`src/rtl/fm_env_pkg.sv`:
```
package fm_env_pkg;

   localparam int ENV_W = 10;
   localparam logic [ENV_W-1:0] ENV_MAX = '1;

   typedef enum logic [1:0] {
      PH_ATK = 2'd0,
      PH_DEC = 2'd1,
      PH_SUS = 2'd2,
      PH_REL = 2'd3
   } env_phase_t;

   // low-range patterns, bit k = entry k (value 0 or 1)
   function automatic logic [7:0] lo_mask(input logic [1:0] sel);
      case (sel)
         2'd0:    lo_mask = 8'b1010_1010;
         2'd1:    lo_mask = 8'b1011_1010;
         2'd2:    lo_mask = 8'b1110_1110;
         default: lo_mask = 8'b1111_1110;
      endcase
   endfunction

   // high-range patterns, bit k set means entry k is 2 instead of 1
   function automatic logic [7:0] hi_mask(input logic [1:0] sel);
      case (sel)
         2'd0:    hi_mask = 8'b0000_0000;
         2'd1:    hi_mask = 8'b1000_1000;
         2'd2:    hi_mask = 8'b1010_1010;
         default: hi_mask = 8'b1110_1110;
      endcase
   endfunction

   function automatic logic [3:0] rate_inc(input logic [5:0] r, input logic [2:0] k);
      logic [7:0] m;
      logic [3:0] base;
      if (r < 6'd2) begin
         rate_inc = 4'd0;
      end else if (r >= 6'd60) begin
         rate_inc = 4'd8;
      end else if (r < 6'd8) begin
         m = lo_mask((r[2:1] == 2'b11) ? 2'd2 : 2'd0);
         rate_inc = {3'b000, m[k]};
      end else if (r < 6'd48) begin
         m = lo_mask(r[1:0]);
         rate_inc = {3'b000, m[k]};
      end else begin
         m = hi_mask(r[1:0]);
         base = 4'd1 + {3'b000, m[k]};
         rate_inc = base << r[3:2];
      end
   endfunction

endpackage

```
`src/rtl/fm_env_rate.sv`:
```
module fm_env_rate
   import fm_env_pkg::*;
#(
   parameter int CNT_W = 16
) (
   input  logic [4:0]       raw_rate,
   input  logic [1:0]       ks_sel,
   input  logic [4:0]       keycode,
   input  logic [CNT_W-1:0] env_cnt,
   output logic [5:0]       eff_rate,
   output logic             gate_ok,
   output logic [3:0]       inc
);

   localparam int SH_W = 4;

   logic [1:0]       ks_shift;
   logic [4:0]       ks_add;
   logic [6:0]       scaled;
   logic [SH_W-1:0]  s_amt;
   logic [CNT_W-1:0] low_mask;
   logic [CNT_W-1:0] shifted;

   always_comb begin
      ks_shift = 2'd3 - ks_sel;
      ks_add   = keycode >> ks_shift;
      scaled   = {1'b0, raw_rate, 1'b0} + {2'b00, ks_add};
      if (raw_rate == 5'd0)
         eff_rate = 6'd0;
      else if (scaled > 7'd63)
         eff_rate = 6'd63;
      else
         eff_rate = scaled[5:0];
   end

   always_comb begin
      if (eff_rate < 6'd48)
         s_amt = SH_W'((6'd47 - eff_rate) >> 2);
      else
         s_amt = '0;
      low_mask = (CNT_W'(1) << s_amt) - CNT_W'(1);
      gate_ok  = ((env_cnt & low_mask) == '0);
      shifted  = env_cnt >> s_amt;
      inc      = rate_inc(eff_rate, shifted[2:0]);
   end

endmodule

```
`src/rtl/fm_env_step.sv`:
```
module fm_env_step
   import fm_env_pkg::*;
(
   input  env_phase_t       act_ph,
   input  logic [ENV_W-1:0] cur_env,
   input  logic             key_on,
   input  logic             key_off,
   input  logic [5:0]       eff_rate,
   input  logic             gate_ok,
   input  logic [3:0]       inc,
   output env_phase_t       nxt_ph,
   output logic [ENV_W-1:0] nxt_env
);

   logic [ENV_W+3:0] prod;
   logic [ENV_W+3:0] drop;
   logic [ENV_W:0]   sum;

   always_comb begin
      prod    = {4'b0000, cur_env} * {{ENV_W{1'b0}}, inc};
      drop    = (prod >> 4) + (ENV_W+4)'(1);
      sum     = {1'b0, cur_env} + {{(ENV_W-3){1'b0}}, inc};
      nxt_ph  = act_ph;
      nxt_env = cur_env;
      if (key_on) begin
         if (eff_rate >= 6'd62) begin
            nxt_env = '0;
            nxt_ph  = PH_DEC;
         end else begin
            nxt_ph  = PH_ATK;
         end
      end else if (key_off) begin
         nxt_ph = PH_REL;
      end else if (act_ph == PH_ATK) begin
         if (gate_ok && inc != 4'd0) begin
            if (drop >= {4'b0000, cur_env})
               nxt_env = '0;
            else
               nxt_env = cur_env - drop[ENV_W-1:0];
         end
         if (nxt_env == '0)
            nxt_ph = PH_DEC;
      end else if (gate_ok) begin
         if (sum > {1'b0, ENV_MAX})
            nxt_env = ENV_MAX;
         else
            nxt_env = sum[ENV_W-1:0];
      end
   end

endmodule

```
`src/rtl/fm_env_store.sv`:
```
module fm_env_store
   import fm_env_pkg::*;
#(
   parameter int NUM_OPS = 24,
   parameter int OP_W    = 5
) (
   input  logic             clk,
   input  logic             rst_n,
   input  logic             wr_en,
   input  logic [OP_W-1:0]  wr_idx,
   input  env_phase_t       wr_ph,
   input  logic [ENV_W-1:0] wr_env,
   input  logic [OP_W-1:0]  rd_idx,
   output env_phase_t       rd_ph,
   output logic [ENV_W-1:0] rd_env
);

   env_phase_t       ph_v  [NUM_OPS];
   logic [ENV_W-1:0] env_v [NUM_OPS];

   for (genvar g = 0; g < NUM_OPS; g++) begin : g_slot
      env_phase_t       ph_r;
      logic [ENV_W-1:0] env_r;
      always_ff @(posedge clk or negedge rst_n) begin
         if (!rst_n) begin
            ph_r  <= PH_REL;
            env_r <= ENV_MAX;
         end else if (wr_en && (wr_idx == OP_W'(g))) begin
            ph_r  <= wr_ph;
            env_r <= wr_env;
         end
      end
      assign ph_v[g]  = ph_r;
      assign env_v[g] = env_r;
   end

   always_comb begin
      rd_ph  = PH_REL;
      rd_env = ENV_MAX;
      if (32'(rd_idx) < NUM_OPS) begin
         rd_ph  = ph_v[rd_idx];
         rd_env = env_v[rd_idx];
      end
   end

endmodule

```
`src/rtl/fm_env_gen.sv`:
```
module fm_env_gen
   import fm_env_pkg::*;
#(
   parameter int NUM_OPS = 24,
   parameter int CNT_W   = 16,
   localparam int OP_W   = (NUM_OPS > 1) ? $clog2(NUM_OPS) : 1
) (
   input  logic             clk,
   input  logic             rst_n,
   input  logic             upd_en,
   input  logic [OP_W-1:0]  upd_op,
   input  logic             key_on,
   input  logic             key_off,
   input  logic [4:0]       atk_rate,
   input  logic [4:0]       dec_rate,
   input  logic [4:0]       sus_rate,
   input  logic [3:0]       rel_field,
   input  logic [3:0]       sus_field,
   input  logic [1:0]       ks_sel,
   input  logic [4:0]       keycode,
   input  logic [CNT_W-1:0] env_cnt,
   output logic [9:0]       env_out,
   output logic [1:0]       out_phase,
   output logic [OP_W-1:0]  out_op,
   output logic             out_valid
);

   // widest gate shift is 11, plus 3 step bits
   localparam int MIN_CNT_W = 14;

   if (CNT_W < MIN_CNT_W) begin : g_chk_cnt
      $error("fm_env_gen: CNT_W must be at least 14");
   end
   if (NUM_OPS < 1) begin : g_chk_ops
      $error("fm_env_gen: NUM_OPS must be positive");
   end

   env_phase_t       rd_ph;
   logic [ENV_W-1:0] rd_env;
   env_phase_t       act_ph;
   logic [ENV_W-1:0] sus_lvl;
   logic [4:0]       raw_sel;
   logic [5:0]       eff_rate;
   logic             gate_ok;
   logic [3:0]       inc;
   env_phase_t       nxt_ph;
   logic [ENV_W-1:0] nxt_env;

   fm_env_store #(.NUM_OPS(NUM_OPS), .OP_W(OP_W)) u_store (
      .clk    (clk),
      .rst_n  (rst_n),
      .wr_en  (upd_en),
      .wr_idx (upd_op),
      .wr_ph  (nxt_ph),
      .wr_env (nxt_env),
      .rd_idx (upd_op),
      .rd_ph  (rd_ph),
      .rd_env (rd_env)
   );

   always_comb begin
      sus_lvl = (sus_field == 4'hF) ? ENV_MAX : {1'b0, sus_field, 5'b00000};
      act_ph  = (rd_ph == PH_DEC && rd_env >= sus_lvl) ? PH_SUS : rd_ph;
      if (key_on) begin
         raw_sel = atk_rate;
      end else begin
         case (act_ph)
            PH_ATK:  raw_sel = atk_rate;
            PH_DEC:  raw_sel = dec_rate;
            PH_SUS:  raw_sel = sus_rate;
            default: raw_sel = {rel_field, 1'b1};
         endcase
      end
   end

   fm_env_rate #(.CNT_W(CNT_W)) u_rate (
      .raw_rate (raw_sel),
      .ks_sel   (ks_sel),
      .keycode  (keycode),
      .env_cnt  (env_cnt),
      .eff_rate (eff_rate),
      .gate_ok  (gate_ok),
      .inc      (inc)
   );

   fm_env_step u_step (
      .act_ph   (act_ph),
      .cur_env  (rd_env),
      .key_on   (key_on),
      .key_off  (key_off),
      .eff_rate (eff_rate),
      .gate_ok  (gate_ok),
      .inc      (inc),
      .nxt_ph   (nxt_ph),
      .nxt_env  (nxt_env)
   );

   always_ff @(posedge clk or negedge rst_n) begin
      if (!rst_n) begin
         env_out   <= ENV_MAX;
         out_phase <= PH_REL;
         out_op    <= '0;
         out_valid <= 1'b0;
      end else begin
         out_valid <= upd_en;
         if (upd_en) begin
            env_out   <= nxt_env;
            out_phase <= nxt_ph;
            out_op    <= upd_op;
         end
      end
   end

endmodule

```
`config.mk`:
```
export PLATFORM = sky130hd
export DESIGN_NAME = fm_env_gen
export DESIGN_NICKNAME = d
export VERILOG_FILES = /design/src/rtl/fm_env_pkg.sv /design/src/rtl/fm_env_rate.sv /design/src/rtl/fm_env_step.sv /design/src/rtl/fm_env_store.sv /design/src/rtl/fm_env_gen.sv
export SDC_FILE = /design/constraint.sdc
export NUM_CORES = 1
export LEC_CHECK = 0
export ABC_AREA = 1
export ABC_CLOCK_PERIOD_IN_PS = 9280
export BUFFER_PORTS_ARGS = -buffer_cell sky130_fd_sc_hd__buf_2
export CORE_MARGIN = 4
export CORE_UTILIZATION = 59
export CTS_BUF_LIST = sky130_fd_sc_hd__clkbuf_8
export CTS_CLUSTER_DIAMETER = 120
export DETAILED_ROUTE_END_ITERATION = 16
export PLACE_DENSITY_LB_ADDON = 0.1
export SYNTH_ARGS = -nofsm -noshare
export SYNTH_HDL_FRONTEND = slang
export SYNTH_HIERARCHICAL = 1
export SYNTH_SLANG_ARGS = --single-unit
```
`constraint.sdc`:
```
create_clock -name clk -period 9.28 [get_ports clk]
set_input_delay 1.856 -clock clk [delete_from_list [all_inputs] [get_ports clk]]
set_output_delay 1.856 -clock clk [all_outputs]
set_load 0.01 [all_outputs]
```
==> results by group <==
Outcome
  – Status: complete, but fails checks
  – Violated checks: negative setup slack

Detailed routing
  – WL per Instance: 19.79 microns
  – Drt drc: 0
  – WL final: 68.55 mm
  – Routed Antenna Nets: 0
  – Initial DRC count: 2350
  – DR vias: 20.22k
  – Initial DRT Pass Iterations: 6
  – Vias per cell: 5.838

Run
  – Max-cap violations: 0

Final layout
  – Layout area overhead: 32.62%
  – Fin util: 0.7934
  – Proportion of layout cells with a drive suffix above 1: 0.3938
  – FF/Latch Area: 0.008033 sq mm
  – # fillers: 2244
  – Antenna Cells: 0
  – Nets: 3114
  – Area occupied by multi-input gates: 0.01114 sq mm

Synth
  – Syn Std Cell Area: 0.01951 sq mm
  – Syn avg cell area: 7.325 sq um
  – Synth Flop Type: dfstp_2
  – Post-Syn Nets: 2796
  – Post-synth ARST share: 1.000
  – Ys Warns: 6
  – Share of the yosys chip area belonging to registers: 0.4116
  – Yosys cell types: 58
  – Synth Instances: 2664
  – Post-synth EDFFs: 0
  – Yosys reg bits: 306

STA
  – Setup Viol. Count Final: 275
  – Period minus WS final: 11190 ps
  – TNS Setup: -494870 ps
  – RSZ-0062 raised after global routing: yes
  – Clock skew: 29.30 ps
  – Final period util: 1.206
  – Max Transition Viols Final: 0
  – Slew HR: 0.2329
  – FMAX: 89.36 MHz
  – Hold Vio Cnt, Final: 0
  – Final setup margin: -1911 ps
  – Worst Tran Pin Value: 1147 ps

Placement
  – PortBufs: 72
  – Detailed Place HPWL: 41.30 mm
  – RD Place Congestion: 0.9495
  – Post-place setup slack: -2708 ps

Power
  – Leak: 0.01223 uW
  – Peak VDD IR: 0.2736 mV
  – Pwr Density: 263.8 mW/mm^2
  – Int Power: 4138 uW
  – Clock power frac: 0.193
  – Seq pwr share: 0.290
  – Combinational power share: 0.517
  – Total power: 6828 uW
  – Switch Pwr: 2690 uW
  – Switching share of power: 0.3940

Setup path
  – CP startpoint kind: input pin
  – Crit-path max FO: 18
  – Top cell by count, worst path: nand2_1
  – Setup CP Type: in2reg
  – Crit path max-delay cell type: fa_1
  – Crit path capture type: flop
  – WP data required: 9840 ps
  – Crit path DAT: 11750 ps
  – Largest stage delay on the critical path: 510 ps

Die
  – # IOs: 74
  – Core area: 0.03262 sq mm
  – Full die area: 0.03605 sq mm
  – Core Rows: 66
  – Die X: 189.9 microns
  – Initial core utilization: 0.5983
  – Die height: 189.9 microns

Global route
  – First-pass GRT wire length: 102.7 mm
  – Antenna violations before repair: 0
  – Overflow after GRT: 0
  – Pin count of the biggest net entering global routing: 95
  – Overall Global Routing Usage: 0.3556
  – Number of global-route vias before repair: 19.24k

CTS
  – CTS H-tree depth: 2
  – Clock root buffer master: clkbuf_8
  – Clock slew at reported path FFs: 60 ps
  – Clock Tree Buf Depth: 3
  – Clock sinks: 306
  – CTS tree: yes
  – CTS buffer count: 53
  – Worst-Skew Late Latency: 660 ps

Worst hold path
  – Type of the tightest min-delay check: reg2reg
==> power groups by stage <==
| stage | sequential (uW) | clock, uW | combinational [uW] |
|---|---|---|---|
| 6_report | 1980 | 1320 | 3530 |
| 3_3_place_gp | 1970 | 0 | 2710 |
| 4_1_cts | 1970 | 1330 | 3110 |
| 2_1_floorplan | 1940 | 0 | 1730 |
| 5_1_grt | 2010 | 1400 | 3820 |
| 3_5_place_dp | 1980 | 0 | 2780 |
==> layout by cell type, fill, tap and decap left out, drive strengths merged, types with 6 or more instances in the layout <==
cell | synthesis | final
nand2 | 990 | 990
buf | 76 | 396
o21ai | 328 | 328
inv | 287 | 305
dfstp | 300 | 300
nand3 | 280 | 280
nor2 | 88 | 88
clkbuf | 71 | 75
ha | 58 | 58
a21oi | 47 | 48
nand4 | 19 | 19
fa | 18 | 18
mux2 | 17 | 17
xor2 | 15 | 15
nor3 | 13 | 13
o211ai | 10 | 10
clkinv | 4 | 10
dfrtp | 6 | 6
==> state kept, by name (all words and copies together) (netlist names) <==
register,count
out_phase,2
out_valid,1
u_store/g_slot.env_r,240
env_out,10
out_op,5
u_store/g_slot.ph_r,48
==> worst max-delay path, delay by kind of cell <==
family / cells / cell delay (ps)
AND/OR/NAND/NOR: 39 / 3670
adder cells (fa/ha/maj): 8 / 2570
buffers and inverters: 15 / 1830
AO/OA/AOI/OAI: 7 / 1070
XOR/XNOR: 2 / 430
multiplexers: 1 / 250
==> logic make-up after synthesis <==
kind of cell / share of synthesized area
adder cells (fa/ha/maj): 0.05565
XOR/XNOR: 0.008527
buffers and inverters: 0.09181
multiplexers: 0.01032
AO/OA/AOI/OAI: 0.1118
AND/OR/NAND/NOR: 0.3103
flip-flops: 0.4116
==> Yosys cell counts (15+ instances only) <==
| cell | count | area (sq um) |
|---|---|---|
| a21oi_1 | 43 | 215.2 |
| buf_2 | 52 | 260.3 |
| clkbuf_1 | 59 | 221.5 |
| dfstp_2 | 300 | 7883 |
| fa_1 | 18 | 360.4 |
| ha_1 | 58 | 725.7 |
| inv_1 | 272 | 1021 |
| inv_2 | 15 | 56.30 |
| mux2_2 | 17 | 191.4 |
| nand2_1 | 947 | 3555 |
| nand2_2 | 31 | 193.9 |
| nand3_1 | 274 | 1371 |
| nand4_1 | 17 | 106.4 |
| nor2_1 | 68 | 255.2 |
| o21ai_0 | 310 | 1551 |
| o21ai_1 | 15 | 75.07 |
| xor2_1 | 15 | 131.4 |
==> metal layers <==
layer  share of wire  GRT usage  vias to the layer above  wire (microns)
met5               0          0                        -               0
met4           0.048     0.1455                        0            3301
met3           0.098    0.06789                      266            6707
met2            0.46     0.5588                     1114           31270
met1            0.40     0.4881                     9675           27270
li1                -          -                     9167               -
==> layout make-up <==
class | count | share of cell area
Clock buffer | 72 | 0.03829
Clock inverter | 23 | 0.005802
Inverter | 291 | 0.04535
Multi-Input combinational cell | 1921 | 0.4306
Sequential cell | 306 | 0.3104
Tap cell | 442 | 0.02137
Timing Repair Buffer | 404 | 0.1448
Timing Repair inverter | 5 | 0.003384
==> repair_timing <==
| action | CTS | global route |
|---|---|---|
| gates resized for setup | 161 | 233 |
| pin swaps | 51 | 82 |
| setup endpoints to repair | 275 | 275 |
| hold buffers | 0 | 0 |
| gates cloned | 17 | 5 |
| buffers inserted | 33 | 31 |
==> final timing paths <==
path,startpoint,endpoint,slack [ps],depth (start not counted)
max,upd_op[2],out_phase[0]$_DFFE_PN1P_,-1910,72
min,u_store/g_slot[4].env_r[4]$_DFFE_PN1P_,u_store/g_slot[4].env_r[4]$_DFFE_PN1P_,470,2
max reg2reg,u_store/g_slot[14].env_r[8]$_DFFE_PN1P_,out_phase[0]$_DFFE_PN1P_,-780,70
min reg2reg,u_store/g_slot[4].env_r[4]$_DFFE_PN1P_,u_store/g_slot[4].env_r[4]$_DFFE_PN1P_,470,2
max in group asynchronous,rst_n,out_op[3]$_DFFE_PN0P_,6680,2
min in group asynchronous,rst_n,u_store/g_slot[4].env_r[2]$_DFFE_PN1P_,1580,1
==> per-stage QoR <==
step	cell area, sq um	instances	hold WS (ps)
floorplan	20070	2664	450.8
global route	25880	3464	488.4
global placement	22270	3284	458.8
CTS	24770	3429	471.3
detailed placement	22270	3284	463.0
finish	25880	3464	473.0
Note: power is estimated with default switching activity, not from simulation.
